### src/rtl/cfg_keyport_pkg.sv
package cfg_keyport_pkg;
  localparam int BYTE_W = 8;

  localparam logic [7:0] IX_LDN    = 8'h07;
  localparam logic [7:0] IX_ID     = 8'h20;
  localparam logic [7:0] IX_REV    = 8'h21;
  localparam logic [7:0] IX_ACT    = 8'h30;
  localparam logic [7:0] IX_BASEHI = 8'h60;
  localparam logic [7:0] IX_BASELO = 8'h61;
  localparam logic [7:0] IX_IRQ    = 8'h70;
  localparam logic [7:0] IX_DMA    = 8'h74;
  localparam logic [7:0] IX_MODE   = 8'hF0;

  localparam logic [2:0] DMA_NONE  = 3'd4;

  typedef enum logic [1:0] {
    KS_LOCKED = 2'd0,
    KS_HALF   = 2'd1,
    KS_OPEN   = 2'd2
  } key_state_t;
endpackage

### src/rtl/cfg_unlock_fsm.sv
module cfg_unlock_fsm
  import cfg_keyport_pkg::*;
#(
  parameter logic [BYTE_W-1:0] KEY_BYTE  = 8'h87,
  parameter logic [BYTE_W-1:0] SEAL_BYTE = 8'hAA
) (
  input  logic              clk,
  input  logic              rst_n,
  input  logic              idx_wr,
  input  logic [BYTE_W-1:0] wdata,
  output logic              open
);
  key_state_t state_q, state_d;

  always_comb begin
    state_d = state_q;
    if (idx_wr) begin
      unique case (state_q)
        KS_LOCKED: state_d = (wdata == KEY_BYTE) ? KS_HALF : KS_LOCKED;
        KS_HALF:   state_d = (wdata == KEY_BYTE) ? KS_OPEN : KS_LOCKED;
        KS_OPEN:   state_d = (wdata == SEAL_BYTE) ? KS_LOCKED : KS_OPEN;
        default:   state_d = KS_LOCKED;
      endcase
    end
  end

  always_ff @(posedge clk or negedge rst_n) begin
    if (!rst_n) state_q <= KS_LOCKED;
    else        state_q <= state_d;
  end

  assign open = (state_q == KS_OPEN);
endmodule

### src/rtl/cfg_regfile.sv
module cfg_regfile
  import cfg_keyport_pkg::*;
#(
  parameter logic [BYTE_W-1:0] SEAL_BYTE = 8'hAA,
  parameter logic [BYTE_W-1:0] DEV_ID    = 8'h52,
  parameter logic [BYTE_W-1:0] DEV_REV   = 8'hF1,
  parameter logic [BYTE_W-1:0] PP_LDN    = 8'h01
) (
  input  logic              clk,
  input  logic              rst_n,
  input  logic              open,
  input  logic              idx_wr,
  input  logic              dat_wr,
  input  logic              rd,
  input  logic              rd_data_port,
  input  logic [BYTE_W-1:0] wdata,
  output logic [BYTE_W-1:0] rdata,
  output logic              r_act,
  output logic [BYTE_W-1:0] r_base_hi,
  output logic [BYTE_W-1:0] r_base_lo,
  output logic [3:0]        r_irq,
  output logic [2:0]        r_dma,
  output logic [BYTE_W-1:0] r_mode
);
  localparam logic [BYTE_W-1:0] ALL_ONES = '1;

  logic [BYTE_W-1:0] index_q;
  logic [BYTE_W-1:0] ldn_q;
  logic              dev_sel;
  logic              wr_ok;
  logic [BYTE_W-1:0] sel_val;

  assign dev_sel = (ldn_q == PP_LDN);
  assign wr_ok   = open && dat_wr;

  always_ff @(posedge clk or negedge rst_n) begin
    if (!rst_n) begin
      index_q   <= '0;
      ldn_q     <= '0;
      r_act     <= 1'b0;
      r_base_hi <= '0;
      r_base_lo <= '0;
      r_irq     <= '0;
      r_dma     <= DMA_NONE;
      r_mode    <= '0;
    end else begin
      if (open && idx_wr && (wdata != SEAL_BYTE)) index_q <= wdata;
      if (wr_ok) begin
        if (index_q == IX_LDN) ldn_q <= wdata;
        if (dev_sel) begin
          unique case (index_q)
            IX_ACT:    r_act     <= wdata[0];
            IX_BASEHI: r_base_hi <= wdata;
            IX_BASELO: r_base_lo <= wdata;
            IX_IRQ:    r_irq     <= wdata[3:0];
            IX_DMA:    r_dma     <= wdata[2:0];
            IX_MODE:   r_mode    <= wdata;
            default: ;
          endcase
        end
      end
    end
  end

  always_comb begin
    sel_val = ALL_ONES;
    unique case (index_q)
      IX_LDN: sel_val = ldn_q;
      IX_ID:  sel_val = DEV_ID;
      IX_REV: sel_val = DEV_REV;
      IX_ACT:    if (dev_sel) sel_val = {{(BYTE_W-1){1'b0}}, r_act};
      IX_BASEHI: if (dev_sel) sel_val = r_base_hi;
      IX_BASELO: if (dev_sel) sel_val = r_base_lo;
      IX_IRQ:    if (dev_sel) sel_val = {{(BYTE_W-4){1'b0}}, r_irq};
      IX_DMA:    if (dev_sel) sel_val = {{(BYTE_W-3){1'b0}}, r_dma};
      IX_MODE:   if (dev_sel) sel_val = r_mode;
      default: ;
    endcase
  end

  always_comb begin
    if (!rd)                rdata = '0;
    else if (!open)         rdata = ALL_ONES;
    else if (rd_data_port)  rdata = sel_val;
    else                    rdata = index_q;
  end
endmodule

### src/rtl/cfg_field_decode.sv
module cfg_field_decode
  import cfg_keyport_pkg::*;
(
  input  logic              r_act,
  input  logic [BYTE_W-1:0] r_base_hi,
  input  logic [BYTE_W-1:0] r_base_lo,
  input  logic [3:0]        r_irq,
  input  logic [2:0]        r_dma,
  input  logic [BYTE_W-1:0] r_mode,
  output logic              port_active,
  output logic [2*BYTE_W-1:0] port_base,
  output logic [3:0]        port_irq,
  output logic              dma_en,
  output logic [1:0]        dma_chan,
  output logic [2:0]        port_mode,
  output logic [3:0]        fifo_thresh,
  output logic              irq_follow_ack
);
  assign port_active    = r_act;
  assign port_base      = {r_base_hi, r_base_lo};
  assign port_irq       = r_irq;
  assign dma_en         = ~r_dma[2];
  assign dma_chan       = r_dma[2] ? 2'd0 : r_dma[1:0];
  assign port_mode      = r_mode[2:0];
  assign fifo_thresh    = r_mode[6:3];
  assign irq_follow_ack = r_mode[7];
endmodule

### src/rtl/cfg_keyport.sv
module cfg_keyport
  import cfg_keyport_pkg::*;
#(
  parameter logic [7:0] KEY_BYTE  = 8'h87,
  parameter logic [7:0] SEAL_BYTE = 8'hAA,
  parameter logic [7:0] DEV_ID    = 8'h52,
  parameter logic [7:0] DEV_REV   = 8'hF1,
  parameter logic [7:0] PP_LDN    = 8'h01
) (
  input  logic        clk,
  input  logic        rst_n,
  input  logic        bus_wr,
  input  logic        bus_rd,
  input  logic        bus_addr,
  input  logic [7:0]  bus_wdata,
  output logic [7:0]  bus_rdata,
  output logic        cfg_open,
  output logic        port_active,
  output logic [15:0] port_base,
  output logic [3:0]  port_irq,
  output logic        dma_en,
  output logic [1:0]  dma_chan,
  output logic [2:0]  port_mode,
  output logic [3:0]  fifo_thresh,
  output logic        irq_follow_ack
);
  logic       idx_wr, dat_wr;
  logic       r_act;
  logic [7:0] r_base_hi, r_base_lo, r_mode;
  logic [3:0] r_irq;
  logic [2:0] r_dma;

  assign idx_wr = bus_wr && !bus_addr;
  assign dat_wr = bus_wr &&  bus_addr;

  cfg_unlock_fsm #(.KEY_BYTE(KEY_BYTE), .SEAL_BYTE(SEAL_BYTE)) u_fsm (
    .clk(clk), .rst_n(rst_n), .idx_wr(idx_wr), .wdata(bus_wdata), .open(cfg_open)
  );

  cfg_regfile #(.SEAL_BYTE(SEAL_BYTE), .DEV_ID(DEV_ID), .DEV_REV(DEV_REV), .PP_LDN(PP_LDN)) u_regs (
    .clk(clk), .rst_n(rst_n), .open(cfg_open), .idx_wr(idx_wr), .dat_wr(dat_wr),
    .rd(bus_rd), .rd_data_port(bus_addr), .wdata(bus_wdata), .rdata(bus_rdata),
    .r_act(r_act), .r_base_hi(r_base_hi), .r_base_lo(r_base_lo),
    .r_irq(r_irq), .r_dma(r_dma), .r_mode(r_mode)
  );

  cfg_field_decode u_dec (
    .r_act(r_act), .r_base_hi(r_base_hi), .r_base_lo(r_base_lo),
    .r_irq(r_irq), .r_dma(r_dma), .r_mode(r_mode),
    .port_active(port_active), .port_base(port_base), .port_irq(port_irq),
    .dma_en(dma_en), .dma_chan(dma_chan), .port_mode(port_mode),
    .fifo_thresh(fifo_thresh), .irq_follow_ack(irq_follow_ack)
  );
endmodule

### config.mk
export PLATFORM = sky130hd
export DESIGN_NAME = cfg_keyport
export DESIGN_NICKNAME = d
export VERILOG_FILES = /design/src/rtl/cfg_keyport_pkg.sv /design/src/rtl/cfg_unlock_fsm.sv /design/src/rtl/cfg_regfile.sv /design/src/rtl/cfg_field_decode.sv /design/src/rtl/cfg_keyport.sv
export SDC_FILE = /design/constraint.sdc
export NUM_CORES = 1
export LEC_CHECK = 0
export ABC_CLOCK_PERIOD_IN_PS = 5700
export BUFFER_PORTS_ARGS = -buffer_cell sky130_fd_sc_hd__buf_2
export CAP_MARGIN = 20
export CORE_ASPECT_RATIO = 0.7
export CORE_MARGIN = 2
export CORE_UTILIZATION = 41
export CTS_CLUSTER_DIAMETER = 50
export DETAILED_ROUTE_END_ITERATION = 8
export SLEW_MARGIN = 20
export SYNTH_ARGS = -nofsm -noshare
export SYNTH_HDL_FRONTEND = slang
export SYNTH_SLANG_ARGS = --single-unit
### constraint.sdc
create_clock -name clk -period 5.7 [get_ports clk]
set_input_delay 0.57 -clock clk [delete_from_list [all_inputs] [get_ports clk]]
set_output_delay 0.57 -clock clk [all_outputs]
set_load 0.02 [all_outputs]
**Word-level counts from Yosys, hierarchy flattened**

Index checks and enable logic that the tools add are counted.

- Bits in registers: 50
- Input bits: 13

- Eq/ne operators: 15
- Muxes and demuxes: 15
- Bitwise logic cells: 1
- Reductions and logical operators: 14

Operators by type and width:

| cell | number |
|---|---|
| two-way mux 8 bit | 9 |
| one-hot mux 8 bit (9 select lines) | 1 |
| equality test 8 x 7 -> 1 bit, second input constant | 4 |
| equality test 8 x 6 -> 1 bit, second input constant | 3 |
| equality test 8 bit, second input constant | 3 |
| AND reduction 3 bit | 6 |
| equality test 8 x 1 -> 1 bit, second input constant | 1 |
| equality test 8 x 3 -> 1 bit, second input constant | 1 |
| != test 8 bit, second input constant | 1 |
| two-way mux 2 bit | 3 |
| one-hot mux 2 bit (3 select lines) | 1 |
| logical AND 1 bit | 5 |
| equality test 2 x 1 -> 1 bit, second input constant | 1 |
| equality test 2 bit, second input constant | 1 |
| zero test 2 bit | 1 |
| AND reduction 2 bit | 1 |
| zero test 1 bit | 1 |
| two-way mux 1 bit | 1 |
| inverter 1 bit | 1 |

**Depth between registers and ports, before layout**

Gate-level depths: netlist of the first run.

- Word-level depth: 6
- Mapped depth: 7
- Gate-level depth less buffers: 5

**Hierarchy**

From an unflattened synthesis of the first run, not the netlist that was laid out.

- Cell total of the unflattened synthesis: 287
- Area, all modules: 3069.2 um2

Modules (own cells, without submodules):

| module | times used | cells each | area an instance (um2) | sequential area each (um2) |
|---|---|---|---|---|
| cfg_regfile | 1 | 241 | 2673.8 | 1202.4 |
| cfg_field_decode | 1 | 32 | 234.0 | 0.0 |
| cfg_unlock_fsm | 1 | 12 | 145.1 | 50.0 |
| cfg_keyport | 1 | 2 | 16.3 | 0.0 |

**Worst setup path before layout of the first run**

OpenSTA, ideal clock, no wires.

- Path kind: flip-flop to output port
- Start point: reg u_regs.index_q[0]
- End point: out bus_rdata[4]
- Arrival: 1.848 ns
- Setup slack: 3.282 ns
- Cell stages (with the launch flop): 6
- Path through: dfrtp_1 > nand4bb_1 > a2111oi_2 > a21oi_1 > nor3b_1 > a31oi_1

- Word-level cells in the longest chain between the ends: 5
- Elaborated cells on any way between the ends: 13

RTL lines:

| element | RTL line | RTL |
|---|---|---|
| start, declared | cfg_regfile.sv:27 | `logic [BYTE_W-1:0] index_q;` |
| start signal, assigned | cfg_regfile.sv:47 | `if (open && idx_wr && (wdata != SEAL_BYTE)) index_q <= wdata;` |
| equality test 8 bit (tied with other cells) | cfg_regfile.sv:67 | `unique case (index_q)` |
| one-hot mux 8 bit (9 select lines) (*) | cfg_regfile.sv:67 |  |
| two-way mux 8 bit (*) | cfg_regfile.sv:84 | `else if (rd_data_port) rdata = sel_val;` |
| two-way mux 8 bit (*) | cfg_regfile.sv:83 | `else if (!open) rdata = ALL_ONES;` |
| two-way mux 8 bit (*) | cfg_regfile.sv:82 | `if (!rd) rdata = '0;` |
| end, declared | cfg_keyport.sv:16 | `output logic [7:0] bus_rdata,` |

Mark *: on every way between the ends. The rest lies on a longest branch, timed or not.

**Worst setup path in the final report of the first run**

- Start point: reg u_regs.index_q[7]
- End point: out bus_rdata[5]

Same word-level chain as after synthesis.

==> results.py, run 1 <==
metrics = {
    "status": {
        "outcome": "finished, final reports clean",
    },
    "timing": {
        "clock.fmax_mhz": 316.6,
        "clock_skew_ps": 12.15,
        "relSlewSlack_pct": 52.02,
        "rsz0062_at_grt": "no",
        "tightest_slew_ps": 719.7,
        "finalMaxSlewViolations": 0,
        "period_minus_slack_ps": 3159,
        "timing.setup.tns_ps": 0,
        "finalCritPeriodShare_pct": 55.41,
        "hold_violations": 0,
        "setup_viol": 0,
    },
    "power": {
        "internal_power_w": 0.0005965,
        "ir_drop_mv": 0.1341,
        "power.share.clock_pct": 27.9,
        "swShare_pct": 33.83,
        "seqPwrFrac_pct": 51.6,
        "leakage_nw": 1.510,
        "switchingPower_w": 0.0003050,
        "p_total_w": 0.0009015,
        "p_per_area_nw_per_um2": 281.3,
        "comb_power_share_pct": 20.6,
    },
    "worst_setup_path": {
        "r2r_cells": 4,
        "rrSetupSlack_ps": 3360,
        "worstPathMaxFanout": 16,
        "critical_path_class": "flop to output port",
        "crit_path_max_incr_delay_ps": 590,
        "crit_arrival_ps": 2590,
        "rr_endpoint": "u_regs.ldn_q[2]$_DFFE_PN0P_",
        "startpoint_type": "flop",
        "critPathRequiredTime_ps": 5130,
        "endpoint_kind": "output port",
        "crit_path_top_delay_cell": "dfrtp_1",
        "path_cells": "nor2_1 > and4b_1 > nor4_4 > nor4b_2 > a31oi_1 > buf_2",
        "reg2reg_from": "u_regs.index_q[7]$_DFFE_PN0P_",
    },
    "floorplanning": {
        "die_width_um": 102.1,
        "die_area_sq_um": 7415,
        "core-area_sq_um": 6366,
        "start_util_pct": 43.36,
        "io_pins": 54,
        "fp.dieH_um": 72.65,
        "fp-row-count": 24,
    },
    "placed_design": {
        "io_buffers": 53,
        "hpwl_mm": 5.199,
        "gp_congestion": 0.9465,
    },
    "job": {
        "maxCapViolCount": 0,
    },
    "global_routing": {
        "antenna_found_initial": 0,
        "grt_overflow": 0,
        "grt_usage_pct": 20.36,
        "grt_max_degree": 51,
        "grt_pass1_wl_mm": 11.40,
        "grt_pass1_vias": 2038,
    },
    "yosys": {
        "ys_types": 61,
        "netlist_area_sq_um": 2760,
        "seq_area_frac_synth_pct": 45.38,
        "synth.avg_cell_area_sq_um": 12.16,
        "synth_flop_cell": "dfrtp_1",
        "netlist_instances": 227,
        "synth_edf_count": 0,
        "synth_seq_cells": 50,
        "synthArstFlopShare_pct": 100.0,
        "yosysWarnings": 0,
        "synth_fp_nets": 240,
    },
    "routing": {
        "ant_nets": 0,
        "vias_per_cell": 5.747,
        "finalWirelength_mm": 7.120,
        "drc": 0,
        "dr.pass1.iters": 4,
        "dr.first_iter.drc_count": 143,
        "vias": 2138,
        "wl_per_cell_um": 19.14,
    },
    "clock_network": {
        "path_clk_slew_ps": 90,
        "cts-root-buf": "clkbuf_8",
        "cts_resized": 0,
        "cts_setup_buffers": 0,
        "cts_tree": "yes",
        "cts.sinks": 50,
        "htree_levels": 2,
        "cts_buffer_depth": 2,
        "worstSkewPairLatency_ps": 310,
        "ctsHoldBuffers": 0,
        "cts_buffers": 5,
    },
    "cells_and_area": {
        "nNetsFinal": 293,
        "fill_cells": 612,
        "antenna_cells": 0,
        "drive_gt1_share_pct": 46.26,
        "synthToLayoutAreaGrowth_pct": 16.09,
    },
    "worst_hold_path": {
        "hp-class": "input port to asynchronous set/reset pin",
    },
}
critical path, delay by kind of cell (launching register included):
family / cells / cell delay [ps]
AND/OR/NAND/NOR: 4 / 1380
flip-flops: 1 / 590
AO/OA/AOI/OAI: 1 / 140
buffers and inverters: 1 / 180
power by group through the flow:
stage / Clock, W / Sequential (W) / Combinational, W
after global placement: 0 / 0.000471 / 0.000183
after CTS: 0.000256 / 0.000465 / 0.000185
after floorplan: 0 / 0.000432 / 0.000161
final: 0.000251 / 0.000465 / 0.000185
after detailed placement: 0 / 0.000471 / 0.000184
after global routing: 0.000273 / 0.000476 / 0.000202
registers in the layout, indices dropped and copies added (netlist names):
signal,count
u_regs.r_base_lo,8
u_fsm.state_q,2
u_regs.ldn_q,8
u_regs.r_irq,4
u_regs.r_base_hi,8
u_regs.index_q,8
u_regs.r_mode,8
u_regs.r_dma,3
u_regs.r_act,1
metrics by stage:
stage	area (sq um)	hold slack [ps]	setup WS [ps]	util [%]	instances
2_1_floorplan	2760	274.4	3282	-	227
3_3_place_gp	3093	502.6	2823	48.58	364
3_5_place_dp	3093	506.9	2880	48.58	364
4_1_cts	3204	385.6	2549	50.33	372
5_1_grt	3204	404.0	2360	50.33	372
6_report	3204	363.1	2541	50.33	372
kinds of logic after synthesis:
group / synth area share (%)
muxes: 20.72
AOI/OAI and AO/OA: 12.92
and+or+nand+nor: 18.36
buffers and inverters: 2.629
DFF: 45.38
synth_stat cells, drive strengths merged (2+ instances only):
cell | count | share of area [%]
a31oi | 7 | 1.6
and4b | 2 | 0.77
nand2 | 10 | 1.4
o21a | 2 | 0.54
nor2b | 3 | 0.68
and4 | 2 | 0.73
dfrtp | 49 | 44
nand4 | 3 | 1.5
buf | 5 | 1.2
clkbuf | 3 | 0.77
a2111oi | 3 | 1.9
inv | 5 | 0.68
mux2i | 2 | 0.73
nor2 | 8 | 2.0
nor4 | 4 | 2.2
o21ai | 15 | 2.7
nor3 | 5 | 1.3
and2 | 3 | 0.68
nand3 | 4 | 0.73
and3 | 5 | 1.1
a21oi | 9 | 1.6
and4bb | 4 | 1.8
mux2 | 49 | 20
a22oi | 2 | 0.54
nor4b | 3 | 1.4
a221oi | 3 | 0.95
final cells by class:
cell class                 instances  area [sq um]  share of cell area (%)
multi-input combinational        164          1435                   44.79
sequential                        50          1252                   39.09
timing repair buffer              54         272.8                   8.512
tap                               91         113.9                   3.553
clock buffer                       6         72.57                   2.265
clock inverter                     2         38.79                   1.210
inverter                           5         18.77                  0.5857
worst max-delay path by stage:
stage | start | endpoint | slack, ps | cells past startpoint
floorplan | u_regs.index_q[0]$_DFFE_PN0P_ | bus_rdata[4] | 3280 | 5
global route | u_regs.index_q[7]$_DFFE_PN0P_ | bus_rdata[5] | 2360 | 6
finish | u_regs.index_q[7]$_DFFE_PN0P_ | bus_rdata[5] | 2540 | 6
global placement | u_regs.index_q[7]$_DFFE_PN0P_ | bus_rdata[0] | 2820 | 6
CTS | u_regs.index_q[7]$_DFFE_PN0P_ | bus_rdata[5] | 2550 | 6
detailed placement | u_regs.index_q[7]$_DFFE_PN0P_ | bus_rdata[5] | 2880 | 6
placed cells by master (no fill, tap or decap), types with 2 or more instances in the layout:
cell      count
and4bb_1      2
a221oi_1      3
dfrtp_1      49
and4bb_2      2
o21ai_0      15
inv_1         5
mux2i_1       2
nor4b_2       2
nor2_4        3
nand2_1      10
a22oi_1       2
nand3_1       4
mux2_2       49
nor4_4        2
o21a_1        2
and3_1        5
a21oi_1       9
and2_1        2
a31oi_1       7
nor2b_1       3
nor3_1        4
clkbuf_8      5
buf_2        53
nor2_1        4
layer usage:
layer	part of all wire (%)	track usage [%]
met5	0	0
met4	1.3	4.741
met3	5.1	3.448
met2	43	28.80
met1	51	32.35
(Power assumes the default switching activity.)
==> run 2, diff against run 1 <==
- ABC_CLOCK_PERIOD_IN_PS: 5700 -> 3240
- clock period: 5.7 -> 3.24 ns (I/O delays scaled with it)
==> results.py, run 2 (synthesis results as in run 1) <==
metrics = {
    "status": {
        "outcome": "finished, violations left",
        "violations": "negative hold slack",
    },
    "clock_network": {
        "cts.sinks": 50,
        "cts_resized": 0,
        "cts_buffers": 5,
        "path_clk_slew_ps": 90,
        "htree_levels": 2,
        "cts_tree": "yes",
        "cts-root-buf": "clkbuf_8",
        "cts_buffer_depth": 2,
        "cts_setup_buffers": 0,
        "worstSkewPairLatency_ps": 310,
        "ctsHoldBuffers": 0,
    },
    "timing": {
        "finalMaxSlewViolations": 0,
        "period_minus_slack_ps": 2922,
        "clock.fmax_mhz": 342.2,
        "setup_viol": 0,
        "finalCritPeriodShare_pct": 90.18,
        "rsz0062_at_grt": "no",
        "relSlewSlack_pct": 50.84,
        "timing.setup.tns_ps": 0,
        "hold_violations": 20,
        "timing.hold.ws_ps": -15.66,
        "clock_skew_ps": 6.291,
        "tightest_slew_ps": 737.4,
    },
    "power": {
        "internal_power_w": 0.0009692,
        "swShare_pct": 35.94,
        "leakage_nw": 1.499,
        "p_per_area_nw_per_um2": 475.3,
        "comb_power_share_pct": 21.7,
        "power.share.clock_pct": 24.0,
        "ir_drop_mv": 0.2104,
        "seqPwrFrac_pct": 54.3,
        "switchingPower_w": 0.0005438,
    },
    "routing": {
        "wl_per_cell_um": 19.10,
        "finalWirelength_mm": 7.105,
        "vias_per_cell": 5.780,
        "dr.first_iter.drc_count": 143,
        "ant_nets": 0,
        "drc": 0,
        "vias": 2150,
        "dr.pass1.iters": 5,
    },
    "cells_and_area": {
        "fill_cells": 631,
        "utilization_pct": 50.00,
        "seqCellArea_sq_um": 1252,
        "multi_input_area_sq_um": 1435,
        "synthToLayoutAreaGrowth_pct": 15.32,
        "nNetsFinal": 293,
        "drive_gt1_share_pct": 46.62,
        "layout_common_cells": "53 x buf_2, 49 x mux2_2, 49 x dfrtp_1",
        "antenna_cells": 0,
        "final_common_cell": "buf_2",
    },
    "floorplanning": {
        "fp.dieH_um": 72.65,
        "die_area_sq_um": 7415,
        "core-area_sq_um": 6366,
        "die_width_um": 102.1,
        "io_pins": 54,
        "start_util_pct": 43.36,
        "fp-row-count": 24,
    },
    "placed_design": {
        "hpwl_mm": 5.281,
        "gp_congestion": 0.9159,
        "io_buffers": 53,
    },
    "global_routing": {
        "grtUsageMet2_pct": 28.44,
        "use_met3_pct": 3.257,
        "grt_usage_pct": 20.43,
        "grt_pass1_wl_mm": 11.30,
        "grt_pass1_vias": 2030,
        "busiest_layer": "met1",
        "antenna_found_initial": 0,
        "grt_overflow": 0,
        "grt_max_degree": 30,
        "grt_util_met1_pct": 32.76,
    },
    "worst_setup_path": {
        "crit_path_frequent_cell": "a21oi_1",
        "r2r_cells": 4,
        "critical_path_class": "flop to output port",
        "crit_buf_inv": 1,
        "crit_arrival_ps": 2600,
        "crit_path_max_incr_delay_ps": 600,
        "startpoint_type": "flop",
        "worstPathMaxFanout": 16,
        "cp.depth": 6,
        "critPathRequiredTime_ps": 2920,
        "critPathTopFamily": "simple AND/OR/NAND/NOR gates",
        "path_cells": "nand2b_1 > nor4b_2 > a21oi_1 > o211a_1 > a21oi_1 > buf_2",
        "endpoint_kind": "output port",
        "crit_path_top_delay_cell": "dfrtp_1",
    },
    "worst_hold_path": {
        "hp-class": "input port to asynchronous set/reset pin",
    },
    "job": {
        "maxCapViolCount": 0,
    },
}
run 2: cell count changes in the layout (fill, tap and decap cells not counted):
cell	previous run	this run
bufinv_16	1	0
clkbuf_1	1	0
clkinvlp_4	0	1
clkinv_2	0	1
run 2: metal layers:
layer,part of all wire [%],vias to the layer above
li1,-,992
met1,51,1062
met2,42,87
met3,5.9,9
met4,1.3,0
met5,0,-
run 2: final timing paths:
| kind | slack, ps | start | end |
|---|---|---|---|
| min | -20 | rst_n | u_regs.index_q[3]$_DFFE_PN0P_ |
| min reg2reg | 530 | u_fsm.state_q[1]$_DFFE_PN0P_ | u_fsm.state_q[1]$_DFFE_PN0P_ |
| max reg2reg | 940 | u_regs.index_q[7]$_DFFE_PN0P_ | u_regs.ldn_q[3]$_DFFE_PN0P_ |
| max | 320 | u_regs.index_q[7]$_DFFE_PN0P_ | bus_rdata[3] |
| min in group clk | 330 | bus_wdata[4] | u_regs.ldn_q[4]$_DFFE_PN0P_ |
| max in group asynchronous | 2490 | rst_n | u_regs.index_q[6]$_DFFE_PN0P_ |
run 2: worst register-to-register path: cells and delay by family, from the launching register on:
| family | cells | cell delay (ps) |
|---|---|---|
| multiplexers | 1 | 370 |
| AND/OR/NAND/NOR | 3 | 1230 |
| flip-flops | 1 | 600 |
run 2: power groups by stage:
stage                     Combinational (W)  Clock (W)  Sequential (W)
after CTS                          0.000326   0.000381        0.000817
after detailed placement           0.000324          0        0.000829
final                              0.000329   0.000363        0.000821
after global routing               0.000357   0.000403        0.000836
after global placement             0.000325          0        0.000829
after floorplan                    0.000283          0        0.000761
run 2: area by class of cell:
| class | count | area share [%] |
|---|---|---|
| inverters | 5 | 0.5896 |
| flip-flops and latches | 50 | 39.35 |
| clock buffers | 5 | 2.162 |
| well taps | 91 | 3.577 |
| clock inverters | 3 | 0.6682 |
| multi-input cells | 164 | 45.09 |
| repair buffers | 54 | 8.569 |
run 2: metrics by stage:
stage          setup WS (ps)  cells  total power (W)  area (sq um)  hold slack [ps]
2_1_floorplan           1068    227         0.001044          2760            28.41
3_3_place_gp           639.1    364         0.001153          3093            345.6
3_5_place_dp           698.8    364         0.001153          3093            345.2
4_1_cts                352.9    372         0.001523          3183            3.196
5_1_grt                130.0    372         0.001597          3183            30.75
6_report               318.1    372         0.001513          3183           -15.66
